**src/rtl/rngfe_pkg.sv**
```systemverilog
package rngfe_pkg;

    localparam logic [31:0] LFSR_POLY = 32'h8020_0003;
    localparam logic [31:0] LFSR_FILL = 32'hACE1_2468;

    localparam logic [7:0] OFF_CMD    = 8'h00;
    localparam logic [7:0] OFF_STATUS = 8'h04;
    localparam logic [7:0] OFF_MODE   = 8'h08;
    localparam logic [7:0] OFF_SEED   = 8'h0C;
    localparam logic [7:0] OFF_IRQEN  = 8'h10;
    localparam logic [7:0] OFF_IRQST  = 8'h14;
    localparam logic [7:0] OFF_RES    = 8'h20;
    localparam logic [7:0] OFF_AREQ   = 8'h60;
    localparam logic [7:0] OFF_AAGE   = 8'h64;

    localparam logic [31:0] CMD_GEN  = 32'd1;
    localparam logic [31:0] CMD_SEED = 32'd2;

    localparam logic [31:0] IRQEN_KEEP = 32'h8000_0013;

    typedef enum logic [1:0] {
        PH_IDLE = 2'd0,
        PH_GEN  = 2'd1,
        PH_SEED = 2'd2
    } phase_e;

    typedef struct packed {
        logic gen_busy;
        logic seed_busy;
        logic gen_done;
        logic seed_done;
    } seq_t;

    typedef struct packed {
        logic lock;
        logic seed;
        logic gen;
    } flags_t;

    function automatic logic [31:0] lfsr_next(input logic [31:0] s);
        return (s >> 1) ^ (s[0] ? LFSR_POLY : 32'h0);
    endfunction

endpackage

```
**src/rtl/rngfe_seq.sv**
```systemverilog
module rngfe_seq
    import rngfe_pkg::*;
#(
    parameter int GEN_LAT  = 16,
    parameter int SEED_LAT = 8
) (
    input  logic clk,
    input  logic rst,
    input  logic req_gen,
    input  logic req_seed,
    output seq_t st
);
    localparam int MAX_LAT = (GEN_LAT > SEED_LAT) ? GEN_LAT : SEED_LAT;
    localparam int CW      = $clog2(MAX_LAT + 1);

    phase_e        ph_q;
    logic [CW-1:0] cnt_q;

    always_ff @(posedge clk) begin
        if (rst) begin
            ph_q  <= PH_IDLE;
            cnt_q <= '0;
        end else begin
            unique case (ph_q)
                PH_IDLE: begin
                    if (req_gen) begin
                        ph_q  <= PH_GEN;
                        cnt_q <= CW'(GEN_LAT - 1);
                    end else if (req_seed) begin
                        ph_q  <= PH_SEED;
                        cnt_q <= CW'(SEED_LAT - 1);
                    end
                end
                default: begin
                    if (cnt_q == '0) ph_q <= PH_IDLE;
                    else             cnt_q <= cnt_q - 1'b1;
                end
            endcase
        end
    end

    always_comb begin
        st.gen_busy  = (ph_q == PH_GEN);
        st.seed_busy = (ph_q == PH_SEED);
        st.gen_done  = st.gen_busy  && (cnt_q == '0);
        st.seed_done = st.seed_busy && (cnt_q == '0);
    end

    // a command during a running pass does not reload the counter
    a_r6_no_restart: assert property (@(posedge clk) disable iff (rst)
        ((ph_q != PH_IDLE) && (req_gen || req_seed) && (cnt_q != '0))
        |=> (cnt_q == $past(cnt_q) - 1'b1));

endmodule

```
**src/rtl/rngfe_lfsr.sv**
```systemverilog
module rngfe_lfsr
    import rngfe_pkg::*;
(
    input  logic        clk,
    input  logic        rst,
    input  logic        step_en,
    input  logic        load_en,
    input  logic [31:0] load_val,
    output logic [31:0] state,
    output logic        zero_hit
);
    logic [31:0] state_q;

    always_ff @(posedge clk) begin
        if (rst)                 state_q <= LFSR_FILL;
        else if (state_q == '0)  state_q <= LFSR_FILL;
        else if (load_en)        state_q <= load_val;
        else if (step_en)        state_q <= lfsr_next(state_q);
    end

    assign state    = state_q;
    assign zero_hit = (state_q == '0);

    // an all-zero state never survives a clock edge
    a_r10_refill: assert property (@(posedge clk) disable iff (rst)
        (state_q == '0) |=> (state_q == LFSR_FILL));

endmodule

```
**src/rtl/rngfe_top.sv**
```systemverilog
module rngfe_top
    import rngfe_pkg::*;
#(
    parameter int GEN_LAT   = 16,
    parameter int SEED_LAT  = 8,
    parameter int AW        = 8,
    parameter int MAX_WORDS = 8
) (
    input  logic          clk,
    input  logic          rst,
    input  logic          wr_en,
    input  logic [AW-1:0] wr_addr,
    input  logic [31:0]   wr_data,
    input  logic [AW-1:0] rd_addr,
    output logic [31:0]   rd_data,
    output logic          irq
);
    localparam int            HALF_WORDS = MAX_WORDS / 2;
    localparam int            IW         = $clog2(MAX_WORDS);
    localparam logic [AW-1:0] RES_BASE   = AW'(OFF_RES);
    localparam logic [AW-1:0] RES_END    = AW'(OFF_RES) + AW'(4 * MAX_WORDS);

    seq_t                         seq;
    logic [31:0]                  lf_state;
    logic                         lock_hit;
    logic                         r256_q, seeded_q;
    logic [31:0]                  seed_q, ie_q, areq_q, aage_q;
    flags_t                       flags_q, flags_set, flags_clr;
    logic [MAX_WORDS-1:0][31:0]   bank_q, chain;
    logic                         wr_cmd, req_gen, req_seed;
    logic [IW-1:0]                rd_idx;

    assign wr_cmd   = wr_en && (wr_addr == AW'(OFF_CMD));
    assign req_gen  = wr_cmd && (wr_data == CMD_GEN);
    assign req_seed = wr_cmd && (wr_data == CMD_SEED);

    rngfe_seq #(.GEN_LAT(GEN_LAT), .SEED_LAT(SEED_LAT)) u_seq (
        .clk      (clk),
        .rst      (rst),
        .req_gen  (req_gen),
        .req_seed (req_seed),
        .st       (seq)
    );

    rngfe_lfsr u_lfsr (
        .clk      (clk),
        .rst      (rst),
        .step_en  (seq.gen_busy),
        .load_en  (seq.seed_done),
        .load_val (seed_q),
        .state    (lf_state),
        .zero_hit (lock_hit)
    );

    always_comb begin
        chain[0] = lfsr_next(lf_state);
        for (int k = 1; k < MAX_WORDS; k++) chain[k] = lfsr_next(chain[k-1]);
    end

    always_comb begin
        flags_set = '{lock: lock_hit, seed: seq.seed_done, gen: seq.gen_done};
        flags_clr = '0;
        if (wr_en && (wr_addr == AW'(OFF_IRQST)))
            flags_clr = '{lock: wr_data[4], seed: wr_data[1], gen: wr_data[0]};
    end

    always_ff @(posedge clk) begin
        if (rst) begin
            r256_q   <= 1'b0;
            seeded_q <= 1'b0;
            seed_q   <= '0;
            ie_q     <= '0;
            areq_q   <= '0;
            aage_q   <= '0;
            flags_q  <= '0;
            bank_q   <= '0;
        end else begin
            flags_q <= (flags_q & ~flags_clr) | flags_set;
            if (seq.seed_done) seeded_q <= 1'b1;
            if (seq.gen_done)  bank_q   <= chain;
            if (wr_en) begin
                if (wr_addr == AW'(OFF_MODE))  r256_q <= wr_data[3];
                if (wr_addr == AW'(OFF_SEED))  seed_q <= wr_data;
                if (wr_addr == AW'(OFF_IRQEN)) ie_q   <= wr_data & IRQEN_KEEP;
                if (wr_addr == AW'(OFF_AREQ))  areq_q <= wr_data;
                if (wr_addr == AW'(OFF_AAGE))  aage_q <= wr_data;
            end
        end
    end

    assign irq = ie_q[31] && |({ie_q[4], ie_q[1], ie_q[0]} & flags_q);

    assign rd_idx = rd_addr[IW+1:2];

    always_comb begin
        rd_data = '0;
        if ((rd_addr >= RES_BASE) && (rd_addr < RES_END)) begin
            if (r256_q || (int'(rd_idx) < HALF_WORDS)) rd_data = bank_q[rd_idx];
        end else begin
            unique case (rd_addr)
                AW'(OFF_STATUS): begin
                    rd_data[31] = seq.seed_busy;
                    rd_data[30] = seq.gen_busy;
                    rd_data[9]  = seeded_q;
                    rd_data[3]  = r256_q;
                end
                AW'(OFF_MODE):  rd_data[3] = r256_q;
                AW'(OFF_SEED):  rd_data = seed_q;
                AW'(OFF_IRQEN): rd_data = ie_q;
                AW'(OFF_IRQST): begin
                    rd_data[4] = flags_q.lock;
                    rd_data[1] = flags_q.seed;
                    rd_data[0] = flags_q.gen;
                end
                AW'(OFF_AREQ):  rd_data = areq_q;
                AW'(OFF_AAGE):  rd_data = aage_q;
                default:        rd_data = '0;
            endcase
        end
    end

    // the bank changes only on a generate completion
    a_r3_bank_hold: assert property (@(posedge clk) disable iff (rst)
        !seq.gen_done |=> $stable(bank_q));

    // a finished generate leaves its flag set
    a_r7_gen_flag: assert property (@(posedge clk) disable iff (rst)
        seq.gen_done |=> flags_q.gen);

    // a finished reseed marks the generator seeded
    a_r4_seeded: assert property (@(posedge clk) disable iff (rst)
        seq.seed_done |=> seeded_q);

    // a zero state raises the lockup flag
    a_r10_lock_flag: assert property (@(posedge clk) disable iff (rst)
        lock_hit |=> flags_q.lock);

endmodule

```
**config.mk**
```make
export PLATFORM = sky130hd
export DESIGN_NAME = rngfe_top
export DESIGN_NICKNAME = d
export VERILOG_FILES = /design/src/rtl/rngfe_pkg.sv /design/src/rtl/rngfe_seq.sv /design/src/rtl/rngfe_lfsr.sv /design/src/rtl/rngfe_top.sv
export SDC_FILE = /design/constraint.sdc
export NUM_CORES = 1
export LEC_CHECK = 0
export ABC_AREA = 1
export ABC_CLOCK_PERIOD_IN_PS = 2300
export BUFFER_PORTS_ARGS = -buffer_cell sky130_fd_sc_hd__buf_2
export CORE_UTILIZATION = 45
export CTS_BUF_LIST = sky130_fd_sc_hd__clkbuf_4
export DETAILED_ROUTE_END_ITERATION = 10
export GPL_TIMING_DRIVEN = 0
export PLACE_DENSITY = 0.72
export SLEW_MARGIN = 25
export SYNTH_ARGS = -nofsm -noshare
export SYNTH_HDL_FRONTEND = slang
export SYNTH_SLANG_ARGS = --single-unit
```
**constraint.sdc**
```tcl
create_clock -name clk -period 2.3 [get_ports clk]
set_clock_uncertainty 0.2 [all_clocks]
set_input_delay 0.46 -clock clk [delete_from_list [all_inputs] [get_ports clk]]
set_output_delay 0.46 -clock clk [all_outputs]
set_load 0.02 [all_outputs]
```
# Word-level counts from Yosys, hierarchy flattened

Index checks and enable logic that the tools add are counted.

Output and inout bits: 33
Logic and storage cells: 112
Bits in registers: 400

Equal/unequal tests: 19
Reduce and logical (&&, ||, !) cells: 25
$lt $le $gt $ge: 4
Bitwise operators: 12
$add $sub $neg: 1
Mux-type cells: 31

Operator list:

| operator                                                                             | number |
|---|---|
| 32-bit two-way mux                                                                   | 13 |
| 31-bit by 32-bit XOR with 32-bit output                                              | 8 |
| 32-bit binary-select mux with 3-bit select                                           | 1 |
| 20-bit one-hot mux with 3 select lines                                               | 1 |
| 32-bit by 1-bit equality test with 1-bit output (second input constant)              | 1 |
| 32-bit by 2-bit equality test with 1-bit output (second input constant)              | 1 |
| 8-bit by 4-bit equality test with 1-bit output (second input constant)               | 4 |
| 8-bit by 5-bit equality test with 1-bit output (second input constant)               | 4 |
| 8-bit by 7-bit equality test with 1-bit output (second input constant)               | 4 |
| 32-bit zero test                                                                     | 1 |
| 5-bit two-way mux                                                                    | 4 |
| 2-bit one-hot mux with 5 select lines                                                | 2 |
| 2-bit AND reduction                                                                  | 7 |
| 4-bit one-hot mux with 3 select lines                                                | 1 |
| 8-bit by 3-bit equality test with 1-bit output (second input constant)               | 1 |
| 8-bit by 6-bit greater-or-equal comparator with 1-bit output (second input constant) | 1 |
| 1-bit logical AND                                                                    | 8 |
| 8-bit zero test                                                                      | 1 |
| 8-bit by 7-bit less-than comparator with 1-bit output (second input constant)        | 1 |
| 2-bit two-way mux                                                                    | 4 |
| 1-bit one-hot mux with 4 select lines                                                | 2 |
| 3-bit bitwise AND                                                                    | 2 |
| 5-bit zero test                                                                      | 1 |
| 1-bit one-hot mux with 5 select lines                                                | 1 |
| other kinds (16)                                                                     | 18 |

# Logic depth before layout (Yosys ltp)

Depth in word-level cells: 16
Gate-level depth with buffers: 13
Depth with buffers taken out: 13

# Hierarchy

Synthesis repeated with hierarchy kept, for this count alone.

Cell total of the unflattened synthesis: 1498
Area, all modules: 10070.9 µm²

By module, submodules not included:

| module     | instances | cells each | area an instance (µm²) |
|---|---|---|---|
| rngfe_top  | 1         | 1189       | 7913.8 |
| rngfe_lfsr | 1         | 251        | 1745.4 |
| rngfe_seq  | 1         | 58         | 411.6 |

# Worst setup path after synthesis

No wires, ideal clock.

Kind: in2out
Start: input rd_addr[1]
End: output rd_data[16]
Buffers on the path: 1
Arrival time: 1.632 ns
Stages: 5
Slack: 0.008 ns
Cell sequence: or2_2 > nor2_1 > nand2_1 > buf_1 > o2111ai_1

Longest elaborated chain between the ends: 3

RTL lines:

| element                                                                                    | line                              | RTL |
|---|---|---|
| from (decl)                                                                                | rngfe_top.sv:14                   | `input logic [AW-1:0] rd_addr,` |
| 8-bit by 6-bit greater-or-equal comparator with 1-bit output, or another cell as far along | rngfe_top.sv:97                   | `if ((rd_addr >= RES_BASE) && (rd_addr < RES_END)) begin` |
| 1-bit logical AND or 20-bit one-hot mux with 3 select lines (tied branches)                | rngfe_top.sv:97, rngfe_top.sv:100 |  |
| 32-bit two-way mux (*)                                                                     | rngfe_top.sv:97                   |  |
| to (decl)                                                                                  | rngfe_top.sv:15                   | `output logic [31:0] rd_data,` |

Mark *: on every way between the ends. The rest lies on a longest branch, timed or not.

==> run_results.csv <==
group,metric,value,unit
power,p_clk_share,33.0,%
clocking,clk_pin_slew_worst_paths,0.20,ns
logic_synthesis,synth-seq-area-share,38.88,%
timing,setup_ws,-0.6333,ns
outcome,status,"finished, violations left",
clocking,cts_sinks,197,
logic_synthesis,synthArstFlopShare,0,%
logic_synthesis,ys_types,48,
logic_synthesis,yosys.area_share.adder,0.2467,%
cells_and_area,layout_common_cells,"298 x nand2_1, 230 x nor2_1, 167 x dfxtp_1",
logic_synthesis,synth_compound_area_share,20.81,%
detailed_routing,first_pass_iters,11,
timing,slew_headroom,44.87,%
timing,slew_violations,0,
timing,tightest_slew,0.8270,ns
critical_path,regToRegSetupSlack,0.13,ns
cells_and_area,fin_nets,1737,
place,place_ws,-0.7647,ns
detailed_routing,vias_per_cell,5.822,
floorplan,core_area,0.02196,sq mm
timing,worst_hold_slack,0.09339,ns
min_path,holdCritPathClass,"input port to flop",
floorplan,fp.dieH,152.1,um
critical_path,endpoint_kind,"output port",
detailed_routing,drt-total-wl,42.63,mm
logic_synthesis,synthXorXnorAreaFrac,0.08636,%
grt,grt_first_pass_wirelength,62.62,mm
timing,setup_viol,32,
power,ir_drop,0.0003144,V
logic_synthesis,syn_inst,1527,
clocking,clk_latency,0.64,ns
cells_and_area,drive_above_1_share,24.45,%
cells_and_area,nFillCells,2072,
floorplan,start_util,46.19,%
logic_synthesis,ys_ff_latch,197,
logic_synthesis,syn_nets,1580,
critical_path,worst_ep_arrival_time,2.27,ns
power,netSwitchingFraction,31.82,%
grt,grt_start_max_net_pins,22,
detailed_routing,wl_per_cell,21.55,um
power,p_comb_share,11.2,%
power,pwr-share-seq,55.8,%
flow_run,max_cap_violations,0,
clocking,cts-root-buf,"clkbuf_4",
timing,rsz0062_at_grt,"yes",
grt,first_global_vias,10320,
logic_synthesis,synth_area,0.01014,sq mm
critical_path,critical_path_class,"flop to output port",
timing,fmax,340.9,MHz
clocking,clk_path_buf_depth,2,
floorplan,io_pins,84,
timing,fin_crit,2.933,ns
cells_and_area,final_common_cell,"nand2_1",
clocking,htreeDepth,4,
logic_synthesis,synth-simple-area-share,29.95,%
detailed_routing,antenna_left,0,
detailed_routing,first_iter_violations,1361,
power,p_int,4167,uW
floorplan,die_w,152.1,um
place,dp_hpwl,31.24,mm
logic_synthesis,synth_top_family_by_area,"simple AND/OR/NAND/NOR gates",
detailed_routing,via_count,11520,
floorplan,die_area,0.02314,sq mm
critical_path,worstPathRequired,1.64,ns
cells_and_area,area_growth,28.94,%
logic_synthesis,yosysWarnings,0,
critical_path,path_max_fanout,3,
critical_path,start_kind,"flop",
grt,overflow,0,
clocking,numCtsBuffers,17,
power,power_switching,1944,uW
logic_synthesis,yosys-mux-area-fraction,0,%
clocking,tritoncts,"yes",
power,power_leakage,0.005266,uW
power,power_density,467.3,mW/mm^2
place,gp_congestion,1.042,
timing,fin_crit_sh,127.5,%
grt,antenna_found_initial,1,
logic_synthesis,synthFlopType,"dfxtp_1",
logic_synthesis,synth_edf_count,0,
detailed_routing,drc,2,
grt,track_usage,36.02,%
place,portBuffers,79,
logic_synthesis,synth_area_per_cell,6.642,sq um
floorplan,rows,54,
timing,final-hold-violation-count,0,
outcome,violations,"DRC, setup timing",
## metrics by stage
step / power (uW) / instance area, sq um / std cells / setup TNS [ns] / util (%)
3_5_place_dp: 3965 / 10890 / 1886 / -18.80 / 49.58
4_1_cts: 6004 / 12440 / 1969 / -11.95 / 56.64
2_1_floorplan: 3754 / 10140 / 1527 / 0 / -
6_report: 6111 / 13080 / 1978 / -13.20 / 59.56
3_3_place_gp: 3968 / 10890 / 1886 / -20.28 / 49.58
5_1_grt: 6258 / 13080 / 1978 / -14.99 / 59.56
## synthesized netlist by cell type, types with 2 or more instances
cell	number	area, sq um
or2_2	5	31.28
nor2_1	241	904.6
o2111ai_1	18	157.7
buf_4	9	67.56
o22ai_1	23	143.9
clkbuf_2	2	10.01
nor2_4	2	22.52
nand4_1	17	106.4
nand2_1	347	1303
a31oi_1	8	50.05
buf_1	4	15.01
o211ai_1	9	67.56
clkinv_1	3	11.26
dfxtp_1	197	3944
o21ai_0	184	920.9
nand3_1	88	440.4
o21ai_2	2	17.52
clkbuf_1	37	138.9
buf_6	14	157.7
a22oi_1	6	45.04
inv_1	111	416.7
nand3b_1	2	15.01
nor4_1	9	56.30
nor3_1	8	40.04
nand3_2	3	30.03
buf_2	27	135.1
a211oi_2	8	100.1
o21ai_1	5	25.02
and2_1	2	12.51
a21oi_1	106	530.5
ha_1	2	25.02
nor2_2	3	18.77
inv_2	10	37.54
## metal layers
layer | global-route usage, % | vias up | share of wire, %
met5 | 0 | - | 0
met4 | 19.05 | 0 | 5.4
met3 | 6.389 | 134 | 9.3
met2 | 57.60 | 632 | 45
met1 | 46.40 | 5376 | 40
li1 | - | 5374 | -
## worst paths after layout
kind / to / cells after the start / start
max: rd_data[13] / 7 / bank_q[14]
min: r256_q / 5 / wr_addr[3]
max reg2reg: bank_q[97] / 12 / u_seq.cnt_q[0]
min reg2reg: bank_q[1] / 2 / bank_q[1]
## layout make-up
class	instances	area, sq um	share of cell area (%)
well taps	280	350.3	2.679
repair buffers	139	1142	8.735
inverters	126	493.0	3.770
plain buffers	93	688.2	5.262
clock inverters	15	177.7	1.359
clock buffers	17	127.6	0.9759
diodes	1	2.502	0.01914
multi-input cells	1110	6090	46.57
flip-flops and latches	197	4006	30.64
## power by group through the flow
stage	Sequential (uW)	Clock, uW	Combinational (uW)
2_1_floorplan	3490	0	261
3_3_place_gp	3490	0	475
3_5_place_dp	3490	0	471
4_1_cts	3420	1980	608
5_1_grt	3410	2120	722
6_report	3410	2010	686
## cells by family (layout without fill, tap and decap cells)
| kind of cell | count (synthesis) | in the layout |
|---|---|---|
| AO/OA/AOI/OAI | 374 | 374 |
| XOR/XNOR | 1 | 1 |
| adder cells (fa/ha/maj) | 2 | 2 |
| buffers and inverters | 220 | 390 |
| flip-flops | 197 | 197 |
| other | 0 | 1 |
| AND/OR/NAND/NOR | 733 | 733 |
## flip-flops by register name (all words and copies together), names as in the netlist
| signal | flops |
|---|---|
| aage_q | 32 |
| bank_q | 53 |
| r256_q | 1 |
| u_lfsr.state | 32 |
| ie_q | 4 |
| areq_q | 32 |
| seed_q | 32 |
| flags_q | 3 |
| seeded_q | 1 |
| u_seq.ph_q | 2 |
| u_seq.cnt_q | 5 |
## worst max-delay path, cell delays in order, from the launching register on
cell	delay, ns
dfxtp_4	0.42
nand2_2	0.07
nand2_2	0.06
nor2_2	0.09
a31oi_2	0.07
o211ai_1	0.54
nand4_1	0.20
buf_4	0.20
## timing repair
item | 4_1_cts | 5_1_grt
resized for setup | 257 | 154
pin swaps | 57 | 56
endpoints found under the setup margin | 38 | 84
buffers inserted | 17 | 10
cloned | 1 | 0
hold buffers | 34 | 0
endpoints found under the hold margin | 95 | 0
(Power assumes the default switching activity.)
